**src/rtl/supv_pkg.sv**
```systemverilog
package supv_pkg;
  typedef struct packed {
    logic anyRailUv;
    logic standbyUv;
    logic mainUv;
    logic tempWarn;
    logic tempCrit;
  } supv_status_t;

  typedef struct packed {
    logic clearRails;
    logic holdRails;
  } supv_ctrl_t;
endpackage

```
**src/rtl/supv_sync.sv**
```systemverilog
module supv_sync #(
  parameter int WIDTH = 8
) (
  input  logic             clk,
  input  logic             rstN,
  input  logic [WIDTH-1:0] asyncIn,
  output logic [WIDTH-1:0] syncOut
);
  logic [WIDTH-1:0] stage1;
  logic [WIDTH-1:0] stage2;

  always_ff @(posedge clk or negedge rstN) begin
    if (!rstN) begin
      stage1 <= '0;
      stage2 <= '0;
    end else begin
      stage1 <= asyncIn;
      stage2 <= stage1;
    end
  end

  assign syncOut = stage2;
endmodule

```
**src/rtl/supv_datapath.sv**
```systemverilog
module supv_datapath
  import supv_pkg::*;
#(
  parameter int NUM_RAILS = 5,
  parameter int NUM_MAIN  = 3
) (
  input  logic                 clk,
  input  logic                 rstN,
  input  logic [NUM_RAILS-1:0] railUv,
  input  logic [NUM_RAILS-1:0] railArmed,
  input  logic [NUM_RAILS-1:0] railInternal,
  input  logic [NUM_RAILS-1:0] railStandby,
  input  logic [NUM_MAIN-1:0]  mainUv,
  input  logic                 tempWarn,
  input  logic                 tempCrit,
  input  supv_ctrl_t           ctrl,
  output supv_status_t         status,
  output logic [NUM_RAILS-1:0] railOff
);
  localparam int SYNC_W = NUM_RAILS + NUM_MAIN + 2;

  logic [SYNC_W-1:0]    rawFlags;
  logic [SYNC_W-1:0]    syncFlags;
  logic [NUM_RAILS-1:0] railUvSync;
  logic [NUM_MAIN-1:0]  mainUvSync;
  logic [NUM_RAILS-1:0] qualifiedUv;
  logic [NUM_RAILS-1:0] offLatch;

  assign rawFlags = {tempCrit, tempWarn, mainUv, railUv};

  supv_sync #(.WIDTH(SYNC_W)) flagSync_i (
    .clk     (clk),
    .rstN    (rstN),
    .asyncIn (rawFlags),
    .syncOut (syncFlags)
  );

  assign railUvSync  = syncFlags[NUM_RAILS-1:0];
  assign mainUvSync  = syncFlags[NUM_RAILS +: NUM_MAIN];
  assign qualifiedUv = railUvSync & railArmed;

  for (genvar i = 0; i < NUM_RAILS; i++) begin : g_rail
    always_ff @(posedge clk or negedge rstN) begin
      if (!rstN)
        offLatch[i] <= 1'b0;
      else if (ctrl.clearRails)
        offLatch[i] <= 1'b0;
      else if (!ctrl.holdRails && qualifiedUv[i] && railInternal[i])
        offLatch[i] <= 1'b1;
    end
  end

  assign status.anyRailUv = |qualifiedUv;
  assign status.standbyUv = |(qualifiedUv & railStandby);
  assign status.mainUv    = |mainUvSync;
  assign status.tempWarn  = syncFlags[SYNC_W-2];
  assign status.tempCrit  = syncFlags[SYNC_W-1];
  assign railOff          = offLatch;
endmodule

```
**src/rtl/supv_control.sv**
```systemverilog
module supv_control
  import supv_pkg::*;
(
  input  logic         clk,
  input  logic         rstN,
  input  logic         shutdownReq,
  input  logic         initWindow,
  input  supv_status_t status,
  output supv_ctrl_t   ctrl,
  output logic         faultOut,
  output logic         allOff,
  output logic         latchedOff
);
  typedef enum logic {THERM_RUN, THERM_OFF} therm_state_t;

  therm_state_t thermState;
  logic         latchOffQ;
  logic         faultQ;
  logic         faultNext;

  always_ff @(posedge clk or negedge rstN) begin
    if (!rstN) begin
      thermState <= THERM_RUN;
    end else begin
      unique case (thermState)
        THERM_RUN: if (status.tempCrit) thermState <= THERM_OFF;
        THERM_OFF: if (!status.tempWarn && !status.tempCrit) thermState <= THERM_RUN;
        default:   thermState <= THERM_RUN;
      endcase
    end
  end

  always_ff @(posedge clk or negedge rstN) begin
    if (!rstN)
      latchOffQ <= 1'b0;
    else if (initWindow && status.standbyUv)
      latchOffQ <= 1'b1;
  end

  always_comb begin
    faultNext = latchOffQ | status.anyRailUv | status.standbyUv |
                status.mainUv | status.tempWarn | status.tempCrit;
    if (shutdownReq) faultNext = 1'b0;
  end

  always_ff @(posedge clk or negedge rstN) begin
    if (!rstN) faultQ <= 1'b0;
    else       faultQ <= faultNext;
  end

  assign ctrl.clearRails = shutdownReq;
  assign ctrl.holdRails  = latchOffQ;
  assign faultOut        = faultQ;
  assign latchedOff      = latchOffQ;
  assign allOff          = latchOffQ | (thermState == THERM_OFF) | shutdownReq;
endmodule

```
**src/rtl/rail_fault_supervisor.sv**
```systemverilog
module rail_fault_supervisor
  import supv_pkg::*;
#(
  parameter int NUM_RAILS = 5,
  parameter int NUM_MAIN  = 3
) (
  input  logic                 clk,
  input  logic                 rstN,
  input  logic                 shutdownReq,
  input  logic                 initWindow,
  input  logic [NUM_RAILS-1:0] railUv,
  input  logic [NUM_RAILS-1:0] railArmed,
  input  logic [NUM_RAILS-1:0] railInternal,
  input  logic [NUM_RAILS-1:0] railStandby,
  input  logic [NUM_MAIN-1:0]  mainUv,
  input  logic                 tempWarn,
  input  logic                 tempCrit,
  output logic                 faultOut,
  output logic [NUM_RAILS-1:0] railOff,
  output logic                 allOff,
  output logic                 latchedOff
);
  supv_status_t status;
  supv_ctrl_t   ctrl;

  supv_datapath #(.NUM_RAILS(NUM_RAILS), .NUM_MAIN(NUM_MAIN)) datapath_i (
    .clk          (clk),
    .rstN         (rstN),
    .railUv       (railUv),
    .railArmed    (railArmed),
    .railInternal (railInternal),
    .railStandby  (railStandby),
    .mainUv       (mainUv),
    .tempWarn     (tempWarn),
    .tempCrit     (tempCrit),
    .ctrl         (ctrl),
    .status       (status),
    .railOff      (railOff)
  );

  supv_control control_i (
    .clk         (clk),
    .rstN        (rstN),
    .shutdownReq (shutdownReq),
    .initWindow  (initWindow),
    .status      (status),
    .ctrl        (ctrl),
    .faultOut    (faultOut),
    .allOff      (allOff),
    .latchedOff  (latchedOff)
  );
endmodule

```
**config.mk**
```make
export PLATFORM = sky130hd
export DESIGN_NAME = rail_fault_supervisor
export DESIGN_NICKNAME = d
export VERILOG_FILES = /design/src/rtl/supv_pkg.sv /design/src/rtl/supv_sync.sv /design/src/rtl/supv_datapath.sv /design/src/rtl/supv_control.sv /design/src/rtl/rail_fault_supervisor.sv
export SDC_FILE = /design/constraint.sdc
export NUM_CORES = 1
export LEC_CHECK = 0
export BUFFER_PORTS_ARGS = -buffer_cell sky130_fd_sc_hd__clkbuf_2
export CAP_MARGIN = 20
export CORE_MARGIN = 4
export CORE_UTILIZATION = 48
export CTS_CLUSTER_DIAMETER = 80
export CTS_CLUSTER_SIZE = 20
export DETAILED_ROUTE_END_ITERATION = 7
export PLACE_DENSITY = 0.84
export SLEW_MARGIN = 5
export SYNTH_ARGS = -nofsm -noshare
export SYNTH_HDL_FRONTEND = slang
export SYNTH_SLANG_ARGS = --single-unit
```
**constraint.sdc**
```tcl
create_clock -name clk -period 4.81 [get_ports clk]
set_clock_uncertainty 0.2 [all_clocks]
set_input_delay 0.7215 -clock clk [delete_from_list [all_inputs] [get_ports clk]]
set_output_delay 0.7215 -clock clk [all_outputs]
set_load 0.02 [all_outputs]
```
Word-level counts from Yosys, hierarchy flattened
Index checks and enable logic that the tools add are counted.
Word-level totals
  register bits after elaboration: 28
Cells by class
  bitwise operators: 10
  multiplexer cells: 14
  reductions and logical operators: 23
Operator list (count)
  $mux 1: 13
  $logic_and 1x1->1: 12
  $and 5x5->5: 2
  $reduce_bool 2->1: 5
  $reduce_or 5->1: 2
  $or 1x1->1: 7
  $logic_not 1->1: 3
  $reduce_or 3->1: 1
  $pmux 1 s2: 1
  $not 1->1: 1

Depth between registers and ports, before layout
  word-level depth: 8
  gate-level depth with buffers: 3
  depth with buffers taken out: 3

By module
From an unflattened synthesis, not the netlist that was laid out.
Unflattened totals
  cell total of the unflattened synthesis: 57
  area total of the unflattened synthesis: 880.8 µm²
By module, submodules not included
  supv_sync: area an instance 500.5 µm², times used 1, cells each 20, sequential area each 500.5 µm²
  supv_datapath: area an instance 252.7 µm², times used 1, cells each 26, sequential area each 125.1 µm²
  supv_control: area an instance 127.6 µm², times used 1, cells each 11, sequential area each 75.1 µm²

Worst setup path before layout
Ideal clock, no wire load.
  kind: input-to-output
  from: input port shutdownReq
  to: output port allOff
  path slack: 2.764 ns
  data required time: 3.889 ns
  data arrival time: 1.124 ns
  stages on the path: 1
  cells stage by stage: or3_1
On the way
  word-level cells in the longest chain between the ends: 1
Ends and longest elaborated chain
  from (decl): RTL line rail_fault_supervisor.sv:9  | input logic shutdownReq,
  $or 1x1->1: RTL line supv_control.sv:55  | assign allOff = latchOffQ | (thermState == THERM_OFF) | shutdownReq;
  to (decl): RTL line rail_fault_supervisor.sv:20  | output logic allOff,
Every way passes these cells.

Worst setup path after layout
Same ends and word-level chain as after synthesis.

==> reports/qor.csv <==
stage;metric;value;unit
worst_hold_path;hold_start;datapath_i.flagSync_i.stage1[1];
clocking;cts_tree;done;
floorplan;die_y;50.50;um
finish;post-route-cell-area;0.001131;mm2
routing;dr.pass1.iters;4;
grt;grt_pass1_wl;2539;um
setup_path;cp.required;3.89;ns
finish;fillers;135;
clocking;htreeDepth;1;
routing;drtIter0Drc;14;
worst_hold_path;holdPathEnd;datapath_i.flagSync_i.syncOut[1];
pwr;ir_worst_vdd;0.2598;mV
floorplan;fp.dieW;50.50;um
routing;routedWlPerCell;12.39;um
clocking;clock_tree.buffer_depth;2;
sta;final.min_clock_period;2.248;ns
pwr;power_switching;95.03;uW
logic_synthesis;syn_area;867.1;um2
logic_synthesis;syn_avg_cell_area;16.36;um2
setup_path;arrival;1.33;ns
clocking;clk_pin_slew;0.12;ns
pwr;cellPowerDensity;395.2;mW/mm2
logic_synthesis;yosys_warnings;0;
floorplan;core;0.001727;mm2
clocking;postCtsSetupBuffers;0;
pwr;p_total;447.0;uW
clocking;clock_latency;0.31;ns
placed_design;port_buffers;36;
pwr;seqPwrFrac;0.579;
grt;grt_pass1_vias;590;
sta;period_share;0.4674;
routing;vias_per_cell;5.000;
floorplan;die_area;0.002550;mm2
run_status;outcome;completed;
pwr;p_int;351.9;uW
sta;setup_tns;0;ns
finish;final_nets;123;
routing;met3_length;205;um
logic_synthesis;synth_cells;53;
setup_path;end_kind;primary output;
logic_synthesis;synth_nets;82;
placed_design;gp_congestion;0.7751;
routing;highest_layer;met4;
sta;drv_slew;0;
sta;setup_viol;0;
pwr;leakagePower;0.5619;nW
sta;holdWs;0.1619;ns
routing;vias;590;
clocking;cts_buffers;3;
finish;n_antenna_cell;0;
routing;met2_wirelength;643;um
sta;tightest_slew;0.6162;ns
clocking;postCtsHoldBufs;0;
sta;slew_headroom;0.5892;
pwr;netSwitchingFraction;0.2126;
grt;grtUsageTotal;0.1354;
clocking;cts_resized;0;
grt;grt_max_degree;29;
setup_path;reg2reg_from;datapath_i.flagSync_i.syncOut[6];
run;drv_cap;0;
setup_path;worstSetupPathType;in -> out;
placed_design;dpl-instance-area;0.001079;mm2
routing;drc_errors;0;
clocking;clock_tree.root_cell;clkbuf_4;
logic_synthesis;synth.top_cell.area_share;0.8081;
routing;drtAntennaViolNets;0;
setup_path;rr_endpoint;control_i.faultOut;
worst_hold_path;hold_path_class;reg -> reg;
pwr;combPwrFrac;0.100;
pwr;clkPwrFrac;0.321;
logic_synthesis;yosys.area.top_type;dfrtp_1;
worst_hold_path;hold_depth;0;
grt;gr-total-overflow;0;
setup_path;rrSetupSlack;3.09;ns
logic_synthesis;ys_ff_latch;28;
clocking;clock_sinks;28;
floorplan;design.portCount;37;
sta;finalHoldViolations;0;
finish;syn2layout_area_growth;30.45;%
setup_path;rr_worst_depth;3;
logic_synthesis;post_synth_num_cell_types;13;
logic_synthesis;synth_area_leaders;dfrtp_1, a41oi_1, nor2_1;
sta;rsz0062_at_grt;false;
routing;drt_wl_total;1462;um
sta;fmax;444.8;MHz
grt;antenna_found_initial;0;
routing;met1_length;586;um
finish;drive_gt1_frac;0.4409;
setup_path;cp_max_fo;7;
floorplan;num_rows;15;
logic_synthesis;yosysSeqAreaShare;0.8081;
setup_path;crit_path_start_kind;primary input;
floorplan;initial_core_util;0.5022;
-- per-layer routing --
layer / vias up / track usage
li1: 278 / -
met1: 267 / 0.1673
met2: 41 / 0.2196
met3: 4 / 0.03561
met4: 0 / 0.06726
met5: - / 0
-- layout by cell type (no fill, tap or decap), drive strengths merged --
master / Yosys / layout
a2111oi: 1 / 1
a31oi: 1 / 1
inv: 1 / 1
and3: 1 / 1
or3: 1 / 1
dfrtp: 28 / 28
nor2: 6 / 6
a21o: 1 / 1
a41oi: 6 / 6
nand3: 3 / 3
bufinv: 0 / 1
a311oi: 1 / 1
or4: 1 / 1
clkbuf: 0 / 39
a22oi: 2 / 2
-- worst max path at each step --
| stage | from | slack, ns | end | depth (start not counted) |
|---|---|---|---|---|
| 6_report | shutdownReq | 2.56 | allOff | 3 |
| 2_1_floorplan | shutdownReq | 2.76 | allOff | 1 |
| 3_5_place_dp | shutdownReq | 2.56 | allOff | 3 |
| 4_1_cts | shutdownReq | 2.56 | allOff | 3 |
| 5_1_grt | control_i.latchedOff | 2.49 | allOff | 2 |
| 3_3_place_gp | shutdownReq | 2.57 | allOff | 3 |
-- critical path, cell delays in order --
cell and delay (ns):
clkbuf_2 0.13, or3_1 0.31, clkbuf_2 0.16
-- sequential cells by signal (all words and copies together) (netlist names) --
register	cells
datapath_i.railOff	5
datapath_i.flagSync_i.syncOut	10
datapath_i.flagSync_i.stage1	10
control_i.latchedOff	1
control_i.thermState	1
control_i.faultOut	1
-- area by class of cell --
type / instances / area [um2] / share of cell area
Timing Repair Buffer: 36 / 180.2 / 0.1593
Tap cell: 25 / 31.28 / 0.02765
Inverter: 1 / 3.754 / 0.003319
Clock inverter: 1 / 30.03 / 0.02655
Multi-Input combinational cell: 24 / 162.7 / 0.1438
Sequential cell: 28 / 700.7 / 0.6195
Clock buffer: 3 / 22.52 / 0.01991
-- cell usage after synthesis (all sizes together) --
cell and n:
a2111oi 1, a21o 1, a22oi 2, a311oi 1, a31oi 1, a41oi 6
and3 1, dfrtp 28, inv 1, nand3 3, nor2 6, or3 1
or4 1
-- through the flow --
step	setup WS, ns	utilization	instances
detailed placement	2.562	0.6246	114
CTS	2.562	0.6551	118
global placement	2.573	0.6246	114
finish	2.562	0.6551	118
floorplan	2.764	-	53
global route	2.491	0.6551	118
-- cell families (layout without fill, tap and decap cells) --
| kind of cell | count (synthesis) | after routing | share of synthesized area |
|---|---|---|---|
| AOI/OAI and AO/OA | 12 | 12 | 0.1212 |
| buffers and inverters | 1 | 41 | 0.004325 |
| DFF | 28 | 28 | 0.8081 |
| and+or+nand+nor | 12 | 12 | 0.06638 |
-- power groups by stage --
stage | Clock, mW | Sequential (mW) | Combinational, mW
6_report | 0.143 | 0.259 | 0.0447
5_1_grt | 0.159 | 0.262 | 0.0499
4_1_cts | 0.149 | 0.259 | 0.0456
3_5_place_dp | 0 | 0.264 | 0.0452
3_3_place_gp | 0 | 0.262 | 0.0441
2_1_floorplan | 0 | 0.268 | 0.0132
Power figures use the tool's default switching activity.
